==> src/rtl/cheri_mode_pkg.sv <==
package cheri_mode_pkg;

  typedef enum logic [1:0] {
    PRIV_USER = 2'b00,
    PRIV_SUPV = 2'b01,
    PRIV_RSVD = 2'b10,
    PRIV_MACH = 2'b11
  } priv_e;

  typedef enum logic [1:0] {
    WORD_MSEC = 2'b00,
    WORD_MENV = 2'b01,
    WORD_SENV = 2'b10,
    WORD_NONE = 2'b11
  } word_sel_e;

  typedef struct packed {
    logic mach_mode_en;
    logic menv_mode_en;
    logic menv_reg_en;
    logic senv_mode_en;
    logic senv_reg_en;
  } enable_bits_t;

  // Index into the per-mode narrow flags: 0 user, 1 supervisor, 2 machine.
  function automatic logic [1:0] priv_slot(input logic [1:0] p);
    case (priv_e'(p))
      PRIV_MACH: priv_slot = 2'd2;
      PRIV_SUPV: priv_slot = 2'd1;
      default:   priv_slot = 2'd0;
    endcase
  endfunction

  function automatic logic pick_mode_en(input logic [1:0] p, input enable_bits_t b);
    case (priv_e'(p))
      PRIV_MACH: pick_mode_en = b.mach_mode_en;
      PRIV_SUPV: pick_mode_en = b.menv_mode_en;
      default:   pick_mode_en = b.senv_mode_en;
    endcase
  endfunction

  function automatic logic pick_reg_en(input logic [1:0] p, input enable_bits_t b);
    case (priv_e'(p))
      PRIV_MACH: pick_reg_en = 1'b1;
      PRIV_SUPV: pick_reg_en = b.menv_reg_en;
      default:   pick_reg_en = b.senv_reg_en;
    endcase
  endfunction

  // Build a read word from kept plain bits and one or two enable bits.
  function automatic logic [63:0] place_bit(input logic [63:0] base, input int pos, input logic v);
    logic [63:0] w;
    w = base;
    w[pos] = v;
    place_bit = w;
  endfunction

endpackage

==> src/rtl/cheri_cfg_store.sv <==
module cheri_cfg_store
  import cheri_mode_pkg::*;
#(
  parameter int          XLEN         = 64,
  parameter int          SEC_MODE_POS = 3,
  parameter int          ENV_MODE_POS = 28,
  parameter int          ENV_REG_POS  = 29,
  parameter logic [63:0] SEC_KEEP     = 64'h0000_0000_0000_0307,
  parameter logic [63:0] MENV_KEEP    = 64'hC000_0000_0000_00F1,
  parameter logic [63:0] SENV_KEEP    = 64'h0000_0000_0000_00F1
) (
  input  logic            clk,
  input  logic            rst_n,
  input  logic            wr_en,
  input  logic [1:0]      wr_sel,
  input  logic [XLEN-1:0] wr_data,
  input  logic [1:0]      rd_sel,
  output logic [XLEN-1:0] rd_data,
  output enable_bits_t    bits
);

  localparam logic [XLEN-1:0] SEC_ONE  = XLEN'(1) << SEC_MODE_POS;
  localparam logic [XLEN-1:0] ENV_ONES = (XLEN'(1) << ENV_MODE_POS) | (XLEN'(1) << ENV_REG_POS);
  localparam logic [XLEN-1:0] SEC_MASK  = XLEN'(SEC_KEEP)  & ~SEC_ONE;
  localparam logic [XLEN-1:0] MENV_MASK = XLEN'(MENV_KEEP) & ~ENV_ONES;
  localparam logic [XLEN-1:0] SENV_MASK = XLEN'(SENV_KEEP) & ~ENV_ONES;

  logic [XLEN-1:0] sec_plain, menv_plain, senv_plain;
  logic            sec_mode_q, menv_mode_q, menv_reg_q, senv_mode_q, senv_reg_q;

  // Named events for the checks below.
  logic wr_sec, wr_menv, wr_senv;
  logic senv_reg_blocked;
  logic senv_reg_cascade_clr;

  assign wr_sec  = wr_en && (word_sel_e'(wr_sel) == WORD_MSEC);
  assign wr_menv = wr_en && (word_sel_e'(wr_sel) == WORD_MENV);
  assign wr_senv = wr_en && (word_sel_e'(wr_sel) == WORD_SENV);
  assign senv_reg_blocked     = wr_senv && !menv_reg_q;
  assign senv_reg_cascade_clr = wr_menv && !wr_data[ENV_REG_POS];

  always_ff @(posedge clk) begin
    if (!rst_n) begin
      sec_plain   <= '0;
      menv_plain  <= '0;
      senv_plain  <= '0;
      sec_mode_q  <= 1'b0;
      menv_mode_q <= 1'b0;
      menv_reg_q  <= 1'b0;
      senv_mode_q <= 1'b0;
      senv_reg_q  <= 1'b0;
    end else begin
      if (wr_sec) begin
        sec_plain  <= wr_data & SEC_MASK;
        sec_mode_q <= wr_data[SEC_MODE_POS];
      end
      if (wr_menv) begin
        menv_plain  <= wr_data & MENV_MASK;
        menv_mode_q <= wr_data[ENV_MODE_POS];
        menv_reg_q  <= wr_data[ENV_REG_POS];
      end
      if (senv_reg_cascade_clr) begin
        senv_reg_q <= 1'b0;
      end
      if (wr_senv) begin
        senv_plain  <= wr_data & SENV_MASK;
        senv_mode_q <= wr_data[ENV_MODE_POS];
        if (!senv_reg_blocked) begin
          senv_reg_q <= wr_data[ENV_REG_POS];
        end
      end
    end
  end

  logic [XLEN-1:0] sec_word, menv_word, senv_word;

  always_comb begin
    sec_word  = sec_plain;
    sec_word[SEC_MODE_POS] = sec_mode_q;
    menv_word = menv_plain;
    menv_word[ENV_MODE_POS] = menv_mode_q;
    menv_word[ENV_REG_POS]  = menv_reg_q;
    senv_word = senv_plain;
    senv_word[ENV_MODE_POS] = senv_mode_q;
    senv_word[ENV_REG_POS]  = senv_reg_q & menv_reg_q;
  end

  always_comb begin
    case (word_sel_e'(rd_sel))
      WORD_MSEC: rd_data = sec_word;
      WORD_MENV: rd_data = menv_word;
      WORD_SENV: rd_data = senv_word;
      default:   rd_data = '0;
    endcase
  end

  assign bits = '{mach_mode_en: sec_mode_q,
                  menv_mode_en: menv_mode_q,
                  menv_reg_en:  menv_reg_q,
                  senv_mode_en: senv_mode_q,
                  senv_reg_en:  senv_reg_q & menv_reg_q};

  // the supervisor register enable is never held without the machine one.
  assert_senv_needs_menv_R5: assert property (@(posedge clk) disable iff (!rst_n)
    senv_reg_q |-> menv_reg_q);

  // a supervisor write while the machine enable is clear leaves the bit at zero.
  assert_senv_blocked_R5: assert property (@(posedge clk) disable iff (!rst_n)
    (wr_senv && !menv_reg_q) |=> !senv_reg_q);

  // a write to the security word shows its mode bit after the next edge.
  assert_sec_write_lands_R10: assert property (@(posedge clk) disable iff (!rst_n)
    wr_sec |=> (sec_mode_q == $past(wr_data[SEC_MODE_POS])));

endmodule

==> src/rtl/cheri_mode_resolve.sv <==
module cheri_mode_resolve
  import cheri_mode_pkg::*;
#(
  parameter bit MODE_SWITCH = 1'b1
) (
  input  logic         clk,
  input  logic         rst_n,
  input  logic [1:0]   priv,
  input  logic [2:0]   xlen_narrow,
  input  logic         pcc_mode_bit,
  input  logic         insn_is_cap,
  input  logic         insn_is_cap_csr,
  input  enable_bits_t bits,
  output logic         cap_mode,
  output logic         reg_access_en,
  output logic         illegal_insn
);

  logic [1:0] slot;
  logic       narrow_now;
  logic       level_reg_en;
  logic       level_mode_en;
  logic       pcc_gate;
  logic       cap_request;

  assign slot          = priv_slot(priv);
  assign narrow_now    = xlen_narrow[slot];
  assign level_reg_en  = pick_reg_en(priv, bits);
  assign level_mode_en = pick_mode_en(priv, bits);
  assign cap_request   = insn_is_cap || insn_is_cap_csr;

  generate
    if (MODE_SWITCH) begin : g_pcc_gate
      assign pcc_gate = pcc_mode_bit;
    end else begin : g_no_pcc_gate
      logic unused_pcc;
      assign unused_pcc = pcc_mode_bit;
      assign pcc_gate   = 1'b1;
    end
  endgenerate

  assign reg_access_en = level_reg_en && !narrow_now;
  assign cap_mode      = reg_access_en && level_mode_en && pcc_gate;
  assign illegal_insn  = !reg_access_en && cap_request;

  // disabled access always means Legacy execution.
  assert_legacy_when_locked_R6: assert property (@(posedge clk) disable iff (!rst_n)
    !reg_access_en |-> !cap_mode);

  // the illegal flag only appears with disabled access and a capability request.
  assert_illegal_cause_R7: assert property (@(posedge clk) disable iff (!rst_n)
    illegal_insn |-> (!reg_access_en && cap_request));

  // a narrow XLEN for the current mode removes access.
  assert_narrow_locks_R4: assert property (@(posedge clk) disable iff (!rst_n)
    narrow_now |-> !reg_access_en);

  generate
    if (MODE_SWITCH) begin : g_pcc_check
      // a clear program-counter mode bit forces Legacy execution.
      assert_pcc_gate_R8: assert property (@(posedge clk) disable iff (!rst_n)
        !pcc_mode_bit |-> !cap_mode);
    end
  endgenerate

endmodule

==> src/rtl/cheri_mode_ctrl.sv <==
module cheri_mode_ctrl
  import cheri_mode_pkg::*;
#(
  parameter int          XLEN         = 64,
  parameter bit          MODE_SWITCH  = 1'b1,
  parameter int          SEC_MODE_POS = 3,
  parameter int          ENV_MODE_POS = 28,
  parameter int          ENV_REG_POS  = 29,
  parameter logic [63:0] SEC_KEEP     = 64'h0000_0000_0000_0307,
  parameter logic [63:0] MENV_KEEP    = 64'hC000_0000_0000_00F1,
  parameter logic [63:0] SENV_KEEP    = 64'h0000_0000_0000_00F1
) (
  input  logic            clk,
  input  logic            rst_n,
  input  logic            csr_wr_en,
  input  logic [1:0]      csr_wr_sel,
  input  logic [XLEN-1:0] csr_wr_data,
  input  logic [1:0]      csr_rd_sel,
  output logic [XLEN-1:0] csr_rd_data,
  input  logic [1:0]      priv,
  input  logic [2:0]      xlen_narrow,
  input  logic            pcc_mode_bit,
  input  logic            insn_is_cap,
  input  logic            insn_is_cap_csr,
  output logic            cap_mode,
  output logic            reg_access_en,
  output logic            illegal_insn
);

  enable_bits_t bits;

  cheri_cfg_store #(
    .XLEN         (XLEN),
    .SEC_MODE_POS (SEC_MODE_POS),
    .ENV_MODE_POS (ENV_MODE_POS),
    .ENV_REG_POS  (ENV_REG_POS),
    .SEC_KEEP     (SEC_KEEP),
    .MENV_KEEP    (MENV_KEEP),
    .SENV_KEEP    (SENV_KEEP)
  ) store_i (
    .clk     (clk),
    .rst_n   (rst_n),
    .wr_en   (csr_wr_en),
    .wr_sel  (csr_wr_sel),
    .wr_data (csr_wr_data),
    .rd_sel  (csr_rd_sel),
    .rd_data (csr_rd_data),
    .bits    (bits)
  );

  cheri_mode_resolve #(
    .MODE_SWITCH (MODE_SWITCH)
  ) resolve_i (
    .clk             (clk),
    .rst_n           (rst_n),
    .priv            (priv),
    .xlen_narrow     (xlen_narrow),
    .pcc_mode_bit    (pcc_mode_bit),
    .insn_is_cap     (insn_is_cap),
    .insn_is_cap_csr (insn_is_cap_csr),
    .bits            (bits),
    .cap_mode        (cap_mode),
    .reg_access_en   (reg_access_en),
    .illegal_insn    (illegal_insn)
  );

endmodule

==> config.mk <==
export PLATFORM = sky130hd
export DESIGN_NAME = cheri_mode_ctrl
export DESIGN_NICKNAME = d
export VERILOG_FILES = /design/src/rtl/cheri_mode_pkg.sv /design/src/rtl/cheri_cfg_store.sv /design/src/rtl/cheri_mode_resolve.sv /design/src/rtl/cheri_mode_ctrl.sv
export SDC_FILE = /design/constraint.sdc
export NUM_CORES = 1
export LEC_CHECK = 0
export BUFFER_PORTS_ARGS = -buffer_cell sky130_fd_sc_hd__clkbuf_2
export CAP_MARGIN = 20
export CORE_MARGIN = 2
export CORE_UTILIZATION = 35
export CTS_CLUSTER_DIAMETER = 100
export CTS_CLUSTER_SIZE = 40
export DETAILED_ROUTE_END_ITERATION = 10
export PLACE_DENSITY = 0.88
export SLEW_MARGIN = 20
export SYNTH_ARGS = -nofsm -noshare
export SYNTH_HDL_FRONTEND = slang
export SYNTH_SLANG_ARGS = --single-unit
==> constraint.sdc <==
create_clock -name clk -period 1 [get_ports clk]
set_input_delay 0.05 -clock clk [delete_from_list [all_inputs] [get_ports clk]]
set_output_delay 0.05 -clock clk [all_outputs]
set_load 0.02 [all_outputs]
* Word level (Yosys, flattened, before mapping)
Index checks and enable logic that the tools add are counted.
** Word-level totals
- Register bits :: 22
- Input port bits :: 79
- Word-level logic and storage cells :: 41
** Cells by class
- Equality and inequality tests :: 6
- Mux-type cells :: 9
- Bitwise logic cells :: 1
- Reduce and logical (&&, ||, !) cells :: 16
- $lt $le $gt $ge :: 1
** Operator list (count)
- $pmux 64 s3 :: 1
- $logic_and 1x1->1 :: 9
- $eq 2x1->1 const B :: 3
- $eq 2x2->1 const B :: 3
- $logic_not 1->1 :: 4
- $logic_not 2->1 :: 2
- $mux 1 :: 4
- $pmux 1 s2 :: 2
- $pmux 2 s2 :: 1
- $lt 2x3->1 const B :: 1
- $bmux 1 s2 :: 1
- $and 1x1->1 :: 1
- $logic_or 1x1->1 :: 1

* Depth between registers and ports, before layout
Gate-level depths: netlist (run 1).
- Depth after elaboration :: 8
- Gate-level depth with buffers :: 4

* By module
Synthesis (run 1) repeated with hierarchy kept, for this count alone.
** Second synthesis, totals
- Cells, all modules :: 163
- Area, all modules :: 1450.1 um2
** Modules (own cells, without submodules)
- cheri_cfg_store :: cells an instance 153, area each 1371.3 um2, times used 1
- cheri_mode_resolve :: cells an instance 10, area each 78.8 um2, times used 1

* Worst setup path after synthesis (run 1)
No wires, ideal clock.
- Kind :: flip-flop to output port
- Start point :: reg store_i.menv_mode_q
- End point :: out cap_mode
- Stages on the path, launching flop included :: 4
- Setup slack :: -0.059 ns
- Arrival :: 1.009 ns
- Cell sequence :: dfxtp_1 mux2i_1 a21o_1 nor3_1
** On the way
- Longest elaborated chain between the ends :: 3
** Ends and longest elaborated chain
- from (decl) :: line cheri_cfg_store.sv:29 : logic sec_mode_q, menv_mode_q, menv_reg_q, senv_mode_q, senv_reg_q;
- from (signal assigned) :: line cheri_cfg_store.sv:59 : menv_mode_q <= wr_data[ENV_MODE_POS];
- $pmux 1 s2 :: line cheri_mode_pkg.sv:35 : case (priv_e'(p))
- $logic_and 1x1->1 (2 in series) :: line cheri_mode_resolve.sv:43 : assign cap_mode = reg_access_en && level_mode_en && pcc_gate;
- to (decl) :: line cheri_mode_ctrl.sv:25 : output logic cap_mode,
No other way between the ends.

* Worst setup path in the final report (run 1)
- Start point :: reg store_i.menv_reg_q
- End point :: out cap_mode
** On the way
- Longest elaborated chain between the ends :: 5
** Ends and longest elaborated chain
- from (decl) :: line cheri_cfg_store.sv:29
- from (signal assigned) :: line cheri_cfg_store.sv:60 : menv_reg_q <= wr_data[ENV_REG_POS];
- $and 1x1->1 :: line cheri_cfg_store.sv:101 : senv_reg_en: senv_reg_q & menv_reg_q};
- $pmux 1 s2 (*) :: line cheri_mode_pkg.sv:43 : case (priv_e'(p))
- $logic_and 1x1->1 (*) :: line cheri_mode_resolve.sv:42 : assign reg_access_en = level_reg_en && !narrow_now;
- $logic_and 1x1->1 (*) (2 in series) :: line cheri_mode_resolve.sv:43
Every way passes the cells marked *; elsewhere a longest branch is shown, timed or not.

==> impl_metrics.yaml, run 1 <==
critical_path:
  crit_path_start_kind: "flip-flop"
  worst-setup-path-type: "flip-flop to output port"
  cp_max_fo: 2
  endpoint_kind: "output port"
  required_ns: 0.95
  arrival_ns: 1.19
logic_synthesis:
  avgSynthCellArea_sq_um: 8.78
  synth_top_cell_area_share_pct: 31.3
  yosysWarnings: 0
  synthCells: 160
  synth.cell_area_sq_um: 1410
  netlist-cell-type-count: 24
  yosysTopAreaCell: "dfxtp_1"
  yosys-top-cells-area: "dfxtp_1, buf_4, mux2i_1"
  synth_seq_cells: 22
  seq_area_frac_synth_pct: 31.3
cts:
  cts_hold_buf: 0
  cts_root_buf: "clkbuf_8"
  numCtsBuffers: 3
  htree_levels: 1
  path_clk_slew_ns: 0.08
  clock_sinks: 22
  clk_latency_ns: 0.26
  clk_path_buf_depth: 2
  cts_tree: "done"
routing:
  drc_errors: 0
  wl_per_cell_um: 10.8
  drtPass1Iterations: 4
  vias: 1070
  drtIter0Drc: 17
  ant_nets: 0
  viasPerCell: 4.08
  wirelength_um: 2830
power:
  p_leak_nw: 0.951
  power_density_nw_per_um2: 1270
  vdd_ir_drop_max_uv: 740
final_layout:
  finalInstanceArea_sq_um: 1750
  fin_nets: 292
  drive_gt1_share_pct: 35.8
  num_antenna_cells: 0
  area_growth_pct: 24.8
  final_core_util_pct: 44.5
  layout_commonest_cell: "conb_1"
  mostFrequentLayoutCells: "conb_1, clkbuf_2, nor2_1"
  final_cells: 262
floorplanning:
  coreArea_sq_um: 3940
  dieArea_sq_um: 4540
  start_util_pct: 35.6
  die_h_um: 67.4
  die_x_um: 67.4
  rows: 23
  io_pins: 146
status:
  violations: "setup timing"
  outcome: "finished with violations"
worst_hold_path:
  hold_class: "primary input to flip-flop"
placement:
  dpl.hpwl_um: 2150
  post-place-ws_ns: -0.0564
  io_buffers: 45
  gp_congestion: 0.632
  dp.cells: 257
  placed_area_sq_um: 1560
timing:
  setup_viol: 5
  period_share_pct: 124
  drv_slew: 0
  final_hold_viol_count: 0
  rsz0062_at_grt: "yes"
  period_minus_slack_ns: 1.24
  finClkSkew_ns: 0.0000287
  fmax_ghz: 0.806
  fin_setup_tns_ns: -0.768
  fin_ws_ns: -0.240
flow_run:
  max-cap-violations: 0
global_route:
  grt_usage_pct: 12.6
  grt_pass1_vias: 893
  antenna_found_initial: 0
  grt-ovfl-total: 0
  grt_pass1_wl_um: 4120
  grt_max_degree: 23
==> per-stage QoR <==
step                hold WS (ns)  power, mW
global placement           0.284       1.38
detailed placement         0.291       1.38
finish                    0.0184       2.22
global route              0.0267       2.36
floorplan                  0.194       1.39
CTS                      0.00501       2.25
==> registers in the layout (all words and copies together) (netlist names) <==
register / count
store_i.menv_plain: 7
store_i.sec_plain: 5
store_i.senv_plain: 5
store_i.menv_mode_q: 1
store_i.menv_reg_q: 1
store_i.sec_mode_q: 1
store_i.senv_mode_q: 1
store_i.senv_reg_q: 1
==> path summary, 6_finish.rpt <==
kind	to	from	depth (start not counted)	slack (ns)
setup / recovery	cap_mode	store_i.menv_reg_q	4	-0.24
hold / removal	store_i.menv_plain[63]	csr_wr_data[63]	3	0.02
setup reg to reg	store_i.senv_reg_q	store_i.menv_reg_q	4	0.04
hold reg to reg	store_i.menv_plain[0]	store_i.menv_plain[0]	2	0.49
==> power breakdown <==
part	internal, mW	switching [mW]	leakage (nW)
logic	0.160	0.317	0.732
registers	0.907	0.0150	0.183
clock network	0.535	0.292	0.0357
total	1.60	0.624	0.951
==> metal layers <==
metal,GRT usage [%],routed length [um]
met1,14.3,1180
met2,22.6,1420
met3,3.67,209
met4,3.83,14
met5,0,0
==> cell usage after synthesis <==
| cell type | n |
|---|---|
| a22o_1 | 5 |
| o21ai_0 | 2 |
| nand2_1 | 1 |
| and2_1 | 7 |
| a31oi_1 | 1 |
| nand4b_1 | 1 |
| dfxtp_1 | 22 |
| conb_1 | 1 |
| o22a_1 | 1 |
| nand3b_2 | 1 |
| nor2_1 | 24 |
| a221oi_1 | 1 |
| nor3_1 | 1 |
| inv_1 | 5 |
| nand3b_1 | 1 |
| buf_4 | 50 |
| nor3b_4 | 1 |
| a211oi_1 | 1 |
| a21oi_1 | 2 |
| mux2i_1 | 23 |
| a21o_1 | 1 |
| clkbuf_1 | 4 |
| nor2b_1 | 3 |
| buf_6 | 1 |
==> cells by family after synthesis <==
group | synth area share [%]
other cells | 0.267
mux | 16.4
flops | 31.3
simple gates | 14.8
buf+inv | 29.9
compound gates | 7.30
==> what timing repair did <==
item                                    4_1_cts  5_1_grt
setup buffers                                 0        1
pin swaps                                     2        2
gates resized for setup                      18       29
endpoints found under the setup margin        9       12
endpoints found under the hold margin         0        0
==> area by class of cell <==
| type | instances | area, sq um |
|---|---|---|
| multi-input cells | 127 | 764 |
| repair buffers | 54 | 383 |
| fillers | 407 | 2190 |
| well taps | 50 | 62.6 |
| clock buffers | 3 | 41.3 |
| clock inverters | 1 | 30.0 |
| inverters | 5 | 18.8 |
| flip-flops and latches | 22 | 453 |
==> critical path, cell delays in order (launching register included) <==
cell	delay, ns
dfxtp_2	0.33
a221oi_2	0.24
buf_4	0.16
nor3_1	0.04
buf_4	0.15
Power figures use the tool's default switching activity.
==> run 2: changes to the inputs <==
--- a/config.mk
+++ b/config.mk
@@ -7,12 +7,15 @@
 export LEC_CHECK = 0
 export BUFFER_PORTS_ARGS = -buffer_cell sky130_fd_sc_hd__clkbuf_2
 export CAP_MARGIN = 20
+export CORE_ASPECT_RATIO = 0.9
 export CORE_MARGIN = 2
 export CORE_UTILIZATION = 35
+export CTS_BUF_LIST = sky130_fd_sc_hd__clkbuf_8 sky130_fd_sc_hd__clkbuf_16
 export CTS_CLUSTER_DIAMETER = 100
 export CTS_CLUSTER_SIZE = 40
 export DETAILED_ROUTE_END_ITERATION = 10
 export PLACE_DENSITY = 0.88
+export SKIP_CTS_REPAIR_TIMING = 1
 export SLEW_MARGIN = 20
 export SYNTH_ARGS = -nofsm -noshare
 export SYNTH_HDL_FRONTEND = slang
==> run 2 against run 1 <==
Against the previous run: the flow still finishes with violations (setup timing); sequential share of layout area increased by 0.23 points; clock skew hardly changed; design area shrank 1.4%; register-to-register slack better by 0.02 ns; power is 14% lower; sequential power hardly changed; clock-buffer cell count did not move; fmax shrank 0.44%.
==> impl_metrics.yaml, run 2 (synthesis gave the netlist of run 1 again) <==
critical_path:
  reg2reg_depth: 3
  cp_max_fo: 2
  timing.rr.start: "store_i.menv_reg_q"
  crit_path_end: "reg_access_en"
  cp-startpoint: "store_i.menv_reg_q"
  crit_path_start_kind: "flip-flop"
  rr_endpoint: "store_i.senv_reg_q"
  endpoint_kind: "output port"
  required_ns: 0.95
  worst-setup-path-type: "flip-flop to output port"
  rrSetupSlack_ns: 0.06
  arrival_ns: 1.20
cts:
  clk_latency_ns: 0.25
  cts_tree: "done"
  clk_path_buf_depth: 2
  clock_sinks: 22
  htree_levels: 1
  numCtsBuffers: 3
  path_clk_slew_ns: 0.07
  cts_root_buf: "clkbuf_8"
final_layout:
  multi_input_area_sq_um: 772
  fin_nets: 296
  nFillCells: 381
  top_regs: "store_i.menv_plain (7), store_i.sec_plain (5), store_i.senv_plain (5)"
  seq_area_sq_um: 450
  final_cells: 261
  layout_commonest_cell: "conb_1"
  largest_register_ffs: 7
  num_antenna_cells: 0
  drive_gt1_share_pct: 35.8
  mostFrequentLayoutCells: "conb_1, clkbuf_2, nor2_1"
  finalInstanceArea_sq_um: 1730
  area_growth_pct: 23.0
  top_register: "store_i.menv_plain"
global_route:
  grt_pass1_vias: 875
  grt_pass1_wl_um: 3960
  antenna_found_initial: 0
  grt_max_degree: 23
  grt_usage_pct: 11.0
  grt-ovfl-total: 0
floorplanning:
  die_h_um: 64.1
  die_x_um: 70.8
  coreArea_sq_um: 3780
  rows: 21
  io_pins: 146
  dieArea_sq_um: 4540
  start_util_pct: 37.1
routing:
  drc_errors: 0
  highest_layer: "met4"
  met2_length_um: 1420
  drtPass1Iterations: 4
  viasPerCell: 4.08
  wl_met3_um: 180
  ant_nets: 0
  wirelength_um: 2740
  wl_met1_um: 1130
  wl_per_cell_um: 10.5
  drtIter0Drc: 12
  vias: 1065
worst_hold_path:
  hold_class: "primary input to flip-flop"
timing:
  setup_viol: 5
  finClkSkew_ns: 0.0000274
  period_minus_slack_ns: 1.25
  fmax_ghz: 0.803
  period_share_pct: 125
  rsz0062_at_grt: "yes"
  drv_slew: 0
  fin_ws_ns: -0.246
  holdWs_ns: 0.0302
  final_hold_viol_count: 0
power:
  p_leak_nw: 0.950
  power_density_nw_per_um2: 1110
  p_total_mw: 1.92
  vdd_ir_drop_max_uv: 815
placement:
  dpl.hpwl_um: 2130
  io_buffers: 45
  post-place-ws_ns: -0.0634
  dp.cells: 257
  placed_area_sq_um: 1570
  gp_congestion: 0.704
status:
  outcome: "finished with violations"
  violations: "setup timing"
flow_run:
  max-cap-violations: 0
run 2: changes by cell type in the layout (fill, tap and decap cells not counted), sizes merged:
cell / previous run / this run
bufinv: 1 / 0
buf: 20 / 23
clkbuf: 37 / 38
run 2: layer usage:
layer / up-vias / GRT usage, %
met2: 51 / 18.3
met3: 2 / 2.05
met1: 476 / 14.3
met5: - / 0
met4: 0 / 3.54
li1: 536 / -
run 2: worst max-delay path, stage by stage, from the launching register on:
cell and delay [ns]:
dfxtp_2 0.34, a221oi_4 0.25, buf_4 0.16, nor2_1 0.04, buf_2 0.15
run 2: worst min path at each step:
stage | depth (start not counted) | slack, ns | endpoint | from
2_1_floorplan | 2 | 0.19 | store_i.menv_mode_q | csr_wr_data[28]
3_3_place_gp | 3 | 0.28 | store_i.menv_plain[63] | csr_wr_data[63]
3_5_place_dp | 3 | 0.29 | store_i.menv_plain[63] | csr_wr_data[63]
4_1_cts | 3 | 0.03 | store_i.menv_plain[63] | csr_wr_data[63]
5_1_grt | 3 | 0.03 | store_i.sec_plain[2] | csr_wr_data[2]
6_report | 3 | 0.03 | store_i.sec_plain[1] | csr_wr_data[1]
run 2: cell type report:
| class | count | share of cell area (%) |
|---|---|---|
| inverters | 5 | 1.09 |
| well taps | 46 | 3.33 |
| multi-input cells | 127 | 44.7 |
| flip-flops and latches | 22 | 26.1 |
| clock buffers | 3 | 2.39 |
| repair buffers | 58 | 22.4 |
run 2: power breakdown:
group          leakage, nW  switching [mW]  internal [mW]  total (mW)
Clock               0.0216           0.254          0.268       0.521
Combinational        0.746           0.319          0.161       0.480
Sequential           0.182          0.0143          0.906       0.921
Total                0.950           0.587           1.33        1.92
run 2: metrics by stage:
stage	util (%)	setup TNS [ns]
after global routing	45.7	-1.28
after detailed placement	41.6	-0.168
after floorplan	-	-0.0587
after global placement	41.6	-0.0394
final	45.7	-0.916
after CTS	42.7	-1.36
